==> src/rtl/lanepipe_pkg.sv <==
// Shared sizes and opcode encoding for the multithreaded lane pipeline.
package lanepipe_pkg;
    localparam int LANES = 8;   // physical lanes
    localparam int SUBS  = 4;   // beats per warp
    localparam int DEPTH = 8;   // pipeline stages
    localparam int DW    = 16;  // lane data width
    localparam int WARPW = 5;   // warp tag width

    typedef enum logic [1:0] {
        OPC_MOVE = 2'b00,
        OPC_ADD  = 2'b01,
        OPC_MAD  = 2'b10,
        OPC_RSVD = 2'b11
    } opc_e;
endpackage

==> src/rtl/beat_counter.sv <==
// Sub-cycle counter: counts accepted beats modulo SUBS so that each beat
// knows its position within its warp. Assumes beats of one warp are issued
// in order; bubbles between them are allowed.
module beat_counter #(
    parameter int SUBS = 4,
    localparam int SUBW = (SUBS > 1) ? $clog2(SUBS) : 1
) (
    input  logic            clk,
    input  logic            rst_n,
    input  logic            adv,
    output logic [SUBW-1:0] sub
);
    // advance on every accepted beat, wrap after the last sub-cycle
    always_ff @(posedge clk) begin
        if (!rst_n)
            sub <= '0;
        else if (adv)
            sub <= (sub == SUBW'(SUBS - 1)) ? '0 : sub + 1'b1;
    end
endmodule

==> src/rtl/lane_alu.sv <==
// One lane's operation unit: pure combinational, so every opcode takes the
// same number of stages downstream. Results wrap modulo 2^DW.
module lane_alu
    import lanepipe_pkg::*;
#(
    parameter int DW = 16
) (
    input  logic [1:0]    op,
    input  logic [DW-1:0] a,
    input  logic [DW-1:0] b,
    input  logic [DW-1:0] c,
    output logic [DW-1:0] y
);
    // select the operation; unused code falls back to pass-through
    always_comb begin
        case (opc_e'(op))
            OPC_ADD: y = a + b;
            OPC_MAD: y = a * b + c;
            default: y = a;
        endcase
    end
endmodule

==> src/rtl/stage_chain.sv <==
// Fixed-depth register chain with a valid bit per stage. No stall input:
// every stage advances every clock. Payload registers load only when the
// stage feeding them holds a valid entry. Assumes DEPTH >= 2.
module stage_chain #(
    parameter int DEPTH = 8,
    parameter int W     = 8
) (
    input  logic         clk,
    input  logic         rst_n,
    input  logic         in_vld,
    input  logic [W-1:0] in_pl,
    output logic         out_vld,
    output logic [W-1:0] out_pl
);
    logic [DEPTH-1:0]        vld_q;
    logic [DEPTH-1:0][W-1:0] pl_q;

    // shift valid bits down the chain, cleared by reset
    always_ff @(posedge clk) begin
        if (!rst_n)
            vld_q <= '0;
        else
            vld_q <= {vld_q[DEPTH-2:0], in_vld};
    end

    // move payloads along, holding a stage when a bubble is behind it
    always_ff @(posedge clk) begin
        if (in_vld)
            pl_q[0] <= in_pl;
        for (int s = 1; s < DEPTH; s++) begin
            if (vld_q[s-1])
                pl_q[s] <= pl_q[s-1];
        end
    end

    assign out_vld = vld_q[DEPTH-1];
    assign out_pl  = pl_q[DEPTH-1];
endmodule

==> src/rtl/mt_lane_pipe.sv <==
// Fine-grained multithreaded lane pipeline. Each accepted beat carries one
// thread per lane; its warp and sub-cycle tags travel with it, so every stage
// may belong to a different thread. Assumes the scheduler never issues work
// that depends on a result still in flight (no hazard logic here).
module mt_lane_pipe
    import lanepipe_pkg::*;
#(
    parameter int LANES = lanepipe_pkg::LANES,
    parameter int SUBS  = lanepipe_pkg::SUBS,
    parameter int DEPTH = lanepipe_pkg::DEPTH,
    parameter int DW    = lanepipe_pkg::DW,
    parameter int WARPW = lanepipe_pkg::WARPW,
    localparam int SUBW = (SUBS > 1) ? $clog2(SUBS) : 1,
    localparam int TIDW = $clog2(LANES * SUBS),
    localparam int ROWW = LANES * DW,
    localparam int PLW  = WARPW + SUBW + ROWW
) (
    input  logic                  clk,
    input  logic                  rst_n,
    input  logic                  iss_valid,
    input  logic [WARPW-1:0]      iss_warp,
    input  logic [1:0]            iss_op,
    input  logic [ROWW-1:0]       iss_a,
    input  logic [ROWW-1:0]       iss_b,
    input  logic [ROWW-1:0]       iss_c,
    output logic                  res_valid,
    output logic [WARPW-1:0]      res_warp,
    output logic [LANES*TIDW-1:0] res_tid,
    output logic [ROWW-1:0]       res_data,
    output logic                  done,
    output logic [WARPW-1:0]      done_warp
);
    logic [SUBW-1:0] iss_sub;
    logic [ROWW-1:0] alu_row;
    logic            out_vld;
    logic [PLW-1:0]  out_pl;
    logic [SUBW-1:0] out_sub;

    beat_counter #(.SUBS(SUBS)) u_beat (
        .clk   (clk),
        .rst_n (rst_n),
        .adv   (iss_valid),
        .sub   (iss_sub)
    );

    for (genvar k = 0; k < LANES; k++) begin : g_lane
        lane_alu #(.DW(DW)) u_alu (
            .op (iss_op),
            .a  (iss_a[k*DW +: DW]),
            .b  (iss_b[k*DW +: DW]),
            .c  (iss_c[k*DW +: DW]),
            .y  (alu_row[k*DW +: DW])
        );
    end

    stage_chain #(.DEPTH(DEPTH), .W(PLW)) u_chain (
        .clk     (clk),
        .rst_n   (rst_n),
        .in_vld  (iss_valid),
        .in_pl   ({iss_warp, iss_sub, alu_row}),
        .out_vld (out_vld),
        .out_pl  (out_pl)
    );

    assign {res_warp, out_sub, res_data} = out_pl;
    assign res_valid = out_vld;
    assign done      = out_vld && (out_sub == SUBW'(SUBS - 1));
    assign done_warp = res_warp;

    for (genvar k = 0; k < LANES; k++) begin : g_tid
        assign res_tid[k*TIDW +: TIDW] = TIDW'(out_sub) * TIDW'(LANES) + TIDW'(k);
    end
endmodule

==> config.mk <==
export PLATFORM = sky130hd
export DESIGN_NAME = mt_lane_pipe
export DESIGN_NICKNAME = d
export VERILOG_FILES = /design/src/rtl/lanepipe_pkg.sv /design/src/rtl/beat_counter.sv /design/src/rtl/lane_alu.sv /design/src/rtl/stage_chain.sv /design/src/rtl/mt_lane_pipe.sv
export SDC_FILE = /design/constraint.sdc
export NUM_CORES = 2
export LEC_CHECK = 0
export CAP_MARGIN = 20
export CELL_PAD_IN_SITES_DETAIL_PLACEMENT = 1
export CELL_PAD_IN_SITES_GLOBAL_PLACEMENT = 1
export CORE_MARGIN = 1.5
export CORE_UTILIZATION = 48
export DETAILED_ROUTE_END_ITERATION = 6
export DONT_BUFFER_PORTS = 1
export PLACE_DENSITY = 0.9
export SETUP_SLACK_MARGIN = 0.15
export SYNTH_ARGS = -nofsm -noshare
export SYNTH_HDL_FRONTEND = slang
export SYNTH_SLANG_ARGS = --single-unit
==> constraint.sdc <==
create_clock -name clk -period 5.5 [get_ports clk]
set_input_delay 0.275 -clock clk [delete_from_list [all_inputs] [get_ports clk]]
set_output_delay 0.275 -clock clk [all_outputs]
set_load 0.1 [all_outputs]
; ---- After elaboration in Yosys (flattened, before gate mapping)
; Index checks and enable logic that the tools add are counted.
[word_totals]
out_inout_bits = 180
elab_cells = 56
regBits = 1090
in_bits = 394
[classes]
n_addsub = 24
eq_ne = 4
multipliers = 8
n_mux = 9
n_reduce_logical = 1
[ops]
columns = op, n
row1 = 16-bit adder, 16
row2 = 16-bit case mux with 2 select lines, 8
row3 = 16-bit by 16-bit multiplier with 16-bit output, 8
row4 = "5-bit by 3-bit adder with 5-bit output, second input constant", 4
row5 = "5-bit by 2-bit adder with 5-bit output, second input constant", 2
row6 = "2-bit == test, second input constant", 3
row7 = "5-bit by 1-bit adder with 5-bit output, second input constant", 1
row8 = "2-bit by 1-bit adder with 2-bit output, second input constant", 1
row9 = "2-bit by 1-bit == test with 1-bit output, second input constant", 1
row10 = 2-bit two-way mux, 1
row11 = 1-bit logical AND, 1

; ---- Logic depth before layout (Yosys ltp)
[depth]
word_depth = 3
mapped_depth = 21
depth_no_buf = 20

; ---- Cells and area by module
; Synthesis repeated with hierarchy kept, for this count alone.
[unflattened]
hier_cells = 6764
hier_area_um2 = 78064.9
[modules_own_cells]
columns = module, seq_area_each_um2, cells_per_inst, instances, area_per_inst_um2
row1 = stage_chain, 32591.3, 1231, 1, 33654.8
row2 = lane_alu (g_lane[2].u_alu ...), 0.0, 682, 4, 5504.0
row3 = lane_alu (g_lane[0].u_alu ...), 0.0, 686, 2, 5482.8
row4 = lane_alu (g_lane[6].u_alu), 0.0, 690, 1, 5534.1
row5 = lane_alu (g_lane[7].u_alu), 0.0, 689, 1, 5462.7
row6 = mt_lane_pipe, 0.0, 46, 1, 336.6
row7 = beat_counter, 40.0, 8, 1, 95.1

; ---- Worst setup path before layout
; Ideal clock, no wire load.
[synth_timing]
path_kind = input-to-reg
startpoint = input iss_b[81]
endpoint = register u_chain.pl_q[95] (netlist bit), data pin
n_path_buf = 1
setup_ns = 0.272
arrival_ns = 5.531
stages = 20
required_time_ns = 5.228
slack_ns = -0.303
path_cell_list = clkbuf_1 and2_1 fa_1 inv_1 fa_1 fa_1 fa_1 inv_1 fa_1 inv_1 fa_1 inv_1 ha_1 and3_1 and3_1 a211o_1 o41ai_2 xnor2_1 o21ai_1 or4_1
[synth_between]
elab_chain_len = 3
word_cells_on_any_way = 4
cone_classes = 2 x add/sub / 1 x mul / 1 x mux
[synth_lines]
columns = element, line
row1 = "start, declared", mt_lane_pipe.sv:24  ; input logic [ROWW-1:0] iss_b,
row2 = 16-bit by 16-bit multiplier with 16-bit output, lane_alu.sv:18  ; OPC_MAD: y = a * b + c;
row3 = 16-bit adder, lane_alu.sv:18
row4 = 16-bit case mux with 2 select lines *, lane_alu.sv:16  ; case (opc_e'(op))
row5 = net alu_row[95], mt_lane_pipe.sv:34  ; logic [ROWW-1:0] alu_row;
row6 = "end signal, assigned by index", stage_chain.sv:32  ; pl_q[s] <= pl_q[s-1];
row7 = "end, declared", stage_chain.sv:16  ; logic [DEPTH-1:0][W-1:0] pl_q;
; Mark *: on every way through the listed nets, which the timed path passes. The rest lies on a longest branch.
; A chain may end at the register's enable or synchronous reset.

; ---- Worst setup path after layout
[layout_timing]
startpoint = input iss_a[37]
endpoint = register u_chain.pl_q[47] (netlist bit), data pin
[layout_between]
elab_chain_len = 3
word_cells_on_any_way = 4
cone_classes = 2 x add/sub / 1 x mul / 1 x mux
[layout_lines]
columns = element, line
row1 = "start, declared", mt_lane_pipe.sv:23  ; input logic [ROWW-1:0] iss_a,
row2 = 16-bit by 16-bit multiplier with 16-bit output, lane_alu.sv:18
row3 = 16-bit adder, lane_alu.sv:18
row4 = 16-bit case mux with 2 select lines *, lane_alu.sv:16
row5 = net alu_row[47], mt_lane_pipe.sv:34
; Marked as above.

==> metrics.yaml <==
sta:
  finalCritPeriodShare_pct: 96.9
  finalHoldViolCount: 0
  skew_ns: 0.0385
  report.final.slew_viol_count: 0
  rsz0062_at_grt: "true"
  timing.fmax_ghz: 0.188
  maxSlewHeadroom_pct: 22.9
  tightest_slew_ns: 1.16
  fin_ws_ns: 0.170
  holdWs_ns: 0.0572
  period_minus_slack_ns: 5.33
  setup_viol: 0
clock_tree:
  cts_max_level: 3
  clk_latency_ns: 0.72
  numCtsBuffers: 109
  clockRootBuffer: "clkbuf_16"
  cts.clk_slew.worst_paths_ns: 0.07
  clock_sinks: 1090
  clk_path_buf_depth: 3
  cts_tree: "built"
cells_and_area:
  fill_cells: 16433
  area_growth_pct: 8.68
  nets: 8362
  fin_area_sq_um: 83700
  finalNonFillerCells: 8841
  multi_input_area_sq_um: 37400
  drive_gt1_share_pct: 4.40
  seq_area_sq_um: 32700
global_route:
  grt_usage_pct: 28.8
  grt_pass1_wl_microns: 352000
  grt_pass1_vias: 57616
  antenna_found_initial: 15
  grt_remaining_overflow: 0
  grt_max_degree: 139
floorplan:
  die_w_microns: 403
  fp-row-count: 146
  start_util_pct: 48.5
  ios: 574
  dieArea_sq_um: 163000
  die_h_microns: 403
  core_sq_um: 159000
placed_design:
  place_ws_ns: -0.384
  gp_congestion: 0.905
  io_buffers: 0
  hpwl_microns: 162000
  place_area_sq_um: 78500
  place_inst: 8480
synth:
  ys_seq_elements: 1090
  synthCells: 6683
  synth_warnings: 0
  ys_seq_area_share_pct: 42.4
  synth_area_per_cell_sq_um: 11.5
  yosys.area.top_type_share_pct: 42.1
  synth_edf_count: 1080
  synthArstFlopShare_pct: 0
  yosys.area.top_type: "edfxtp_1"
  synth_flop_cell: "edfxtp_1"
  yosys-top-cells-area: "edfxtp_1 42%, fa_1 20%, ha_1 9.0%, inv_1 6.7%, xnor2_1 4.0%"
  yosysUniqueCellTypes: 75
  syn_area_sq_um: 77000
pwr:
  powerDensity_nw_per_um2: 505
  leakage_nw: 35.6
  power_w: 0.0422
  max-vdd-ir-drop_uv: 409
routing:
  drt-wirelength-per-cell_microns: 26.5
  viasPerCell: 5.75
  first_pass_iters: 6
  drc: 0
  vias: 50835
  drt_wl_total_microns: 234000
  antenna_left: 0
  drt_iter0_drc: 4162
critical_path:
  crit_fanout: 13
  crit_path_top_delay_cell: "fa_1"
  critical_path.top_delay_family: "adder cells"
  critPathCaptureType: "register"
  crit_type: "in -> reg"
  crit_required_ns: 5.92
  crit_chain: "ha_1 -> xnor2_1 -> ha_1 -> a31oi_2 -> fa_1 -> fa_1 -> fa_1 -> inv_1 -> fa_1 -> inv_1 -> fa_1 -> inv_1 -> ha_1 -> and2_1 -> o21ai_0 -> o21ai_0 -> o41ai_2 -> xnor2_1 -> o221ai_1"
  cp_data_arrival_time_ns: 5.75
  path_buf_inv: 3
  cp_slowest_stage_delay_ns: 0.56
  crit_top_cell: "fa_1"
  worstSetupStartpointType: "input port"
worst_hold_path:
  hold_path.class: "in -> reg"
outcome:
  status: "finished clean"
flow_run:
  drv_cap: 0
[worst paths after layout]
| path | start | to | slack (ns) | depth (start not counted) |
|---|---|---|---|---|
| max | iss_a[37] | u_chain.pl_q[47] | 0.17 | 19 |
| min | iss_c[0] | u_chain.pl_q[0] | 0.06 | 3 |
| max reg2reg | u_chain.vld_q[6] | u_chain.out_pl[70] | 3.29 | 1 |
| min reg2reg | u_chain.pl_q[682] | u_chain.pl_q[817] | 0.39 | 0 |
[per-stage QoR]
stage	utilization, %	TNS [ns]
2_1_floorplan	-	-0.0785
3_3_place_gp	49.4	-0.401
3_5_place_dp	49.4	-1.70
4_1_cts	52.6	0
5_1_grt	52.7	0
6_report	52.7	0
[power by group]
part	switching (W)	internal, W
combinational	0.0140	0.0108
sequential	0.000168	0.00971
clock	0.00329	0.00432
total	0.0174	0.0248
[cell usage in the layout (no fill, tap or decap), types with 10 or more instances in the layout]
master         synthesis  final
a211o_1               17     17
a211oi_1              25     21
a21o_1                49     49
a21oi_1              186    184
a221oi_1              60     60
a22oi_1               33     33
a31oi_1               30     28
and2_1               395    391
and3_1                22     21
buf_16                 0     10
buf_4                179     43
bufinv_16              0     13
clkbuf_1             165     21
clkbuf_16              0    109
clkinv_1               0     19
clkinv_2               0     18
conb_1                 2     24
diode_2                0     13
dlygate4sd3_1          0    140
edfxtp_1            1080   1080
fa_1                 752    752
ha_1                 555    548
inv_1               1384   1380
mux2i_1               10     10
nand2_1              761    760
nand2b_1              18     18
nand3_1               50     50
nor2_1               116    116
nor2b_1               12     12
nor3_1                50     50
o211ai_1              15     15
o21a_1                24     24
o21ai_0               99     98
o21bai_1              19     19
xnor2_1              348    348
xor2_1                75     75
[cells by family (layout without fill, tap and decap cells)]
| kind of cell | after synthesis | after routing | share of synthesized area [%] |
|---|---|---|---|
| multiplexers | 13 | 13 | 0.174 |
| flip-flops | 1090 | 1090 | 42.4 |
| other | 2 | 37 | 0.00976 |
| XOR/XNOR | 427 | 427 | 4.91 |
| AO/OA/AOI/OAI | 648 | 648 | 5.71 |
| buffers and inverters | 1738 | 1789 | 9.35 |
| AND/OR/NAND/NOR | 1458 | 1458 | 8.86 |
| adder cells (fa/ha/maj) | 1307 | 1307 | 28.6 |
[Yosys cell counts (10+ instances only)]
master / count
a221oi_1: 60
mux2i_1: 10
a31oi_1: 30
clkbuf_1: 165
a211oi_1: 25
and2_1: 395
fa_1: 752
edfxtp_1: 1080
nand2b_1: 18
nand2_1: 761
inv_1: 1384
xor2_1: 75
and3_1: 22
dfxtp_1: 10
o21a_1: 24
o211ai_1: 15
a211o_1: 17
a22oi_1: 33
xnor2_1: 348
nor3_1: 50
nand3_1: 50
nor2b_1: 12
a21o_1: 49
a21oi_1: 186
ha_1: 555
buf_4: 179
o21bai_1: 19
nor2_1: 116
o21ai_0: 99
[flip-flops by register name, summed over array words and instances, names as in the netlist]
register,flops
u_beat.sub,2
u_chain.out_pl,135
u_chain.pl_q,945
u_chain.vld_q,8
[layer usage]
layer  GRT usage [%]  share of wire, %  vias to the layer above
li1                -                 -                    21296
met1            33.8                37                    25897
met2            48.3                48                     2675
met3            6.80               8.3                      963
met4            16.8               6.6                        4
met5               0             0.010                        -
[layout make-up]
class                           instances  area share [%]
Sequential cell                      1090            39.0
Timing Repair Buffer                  199            2.53
Inverter                             1384            6.21
Clock inverter                         75            1.03
Multi-Input combinational cell       3877            44.7
Antenna cell                           13          0.0389
Tap cell                             2072            3.10
Clock buffer                          131            3.37
[worst min-delay path: stages]
cell,delay (ns)
ha_1,0.12
a22oi_1,0.06
o21ai_0,0.18
[what timing repair did]
item                                   in CTS  in global routing
endpoints found under the hold margin     278                  0
buffers inserted                            0                  1
resized for setup                           0                  9
hold buffers                              141                  0
setup endpoints to repair                   0                  5
Note: power is estimated with default switching activity, not from simulation.
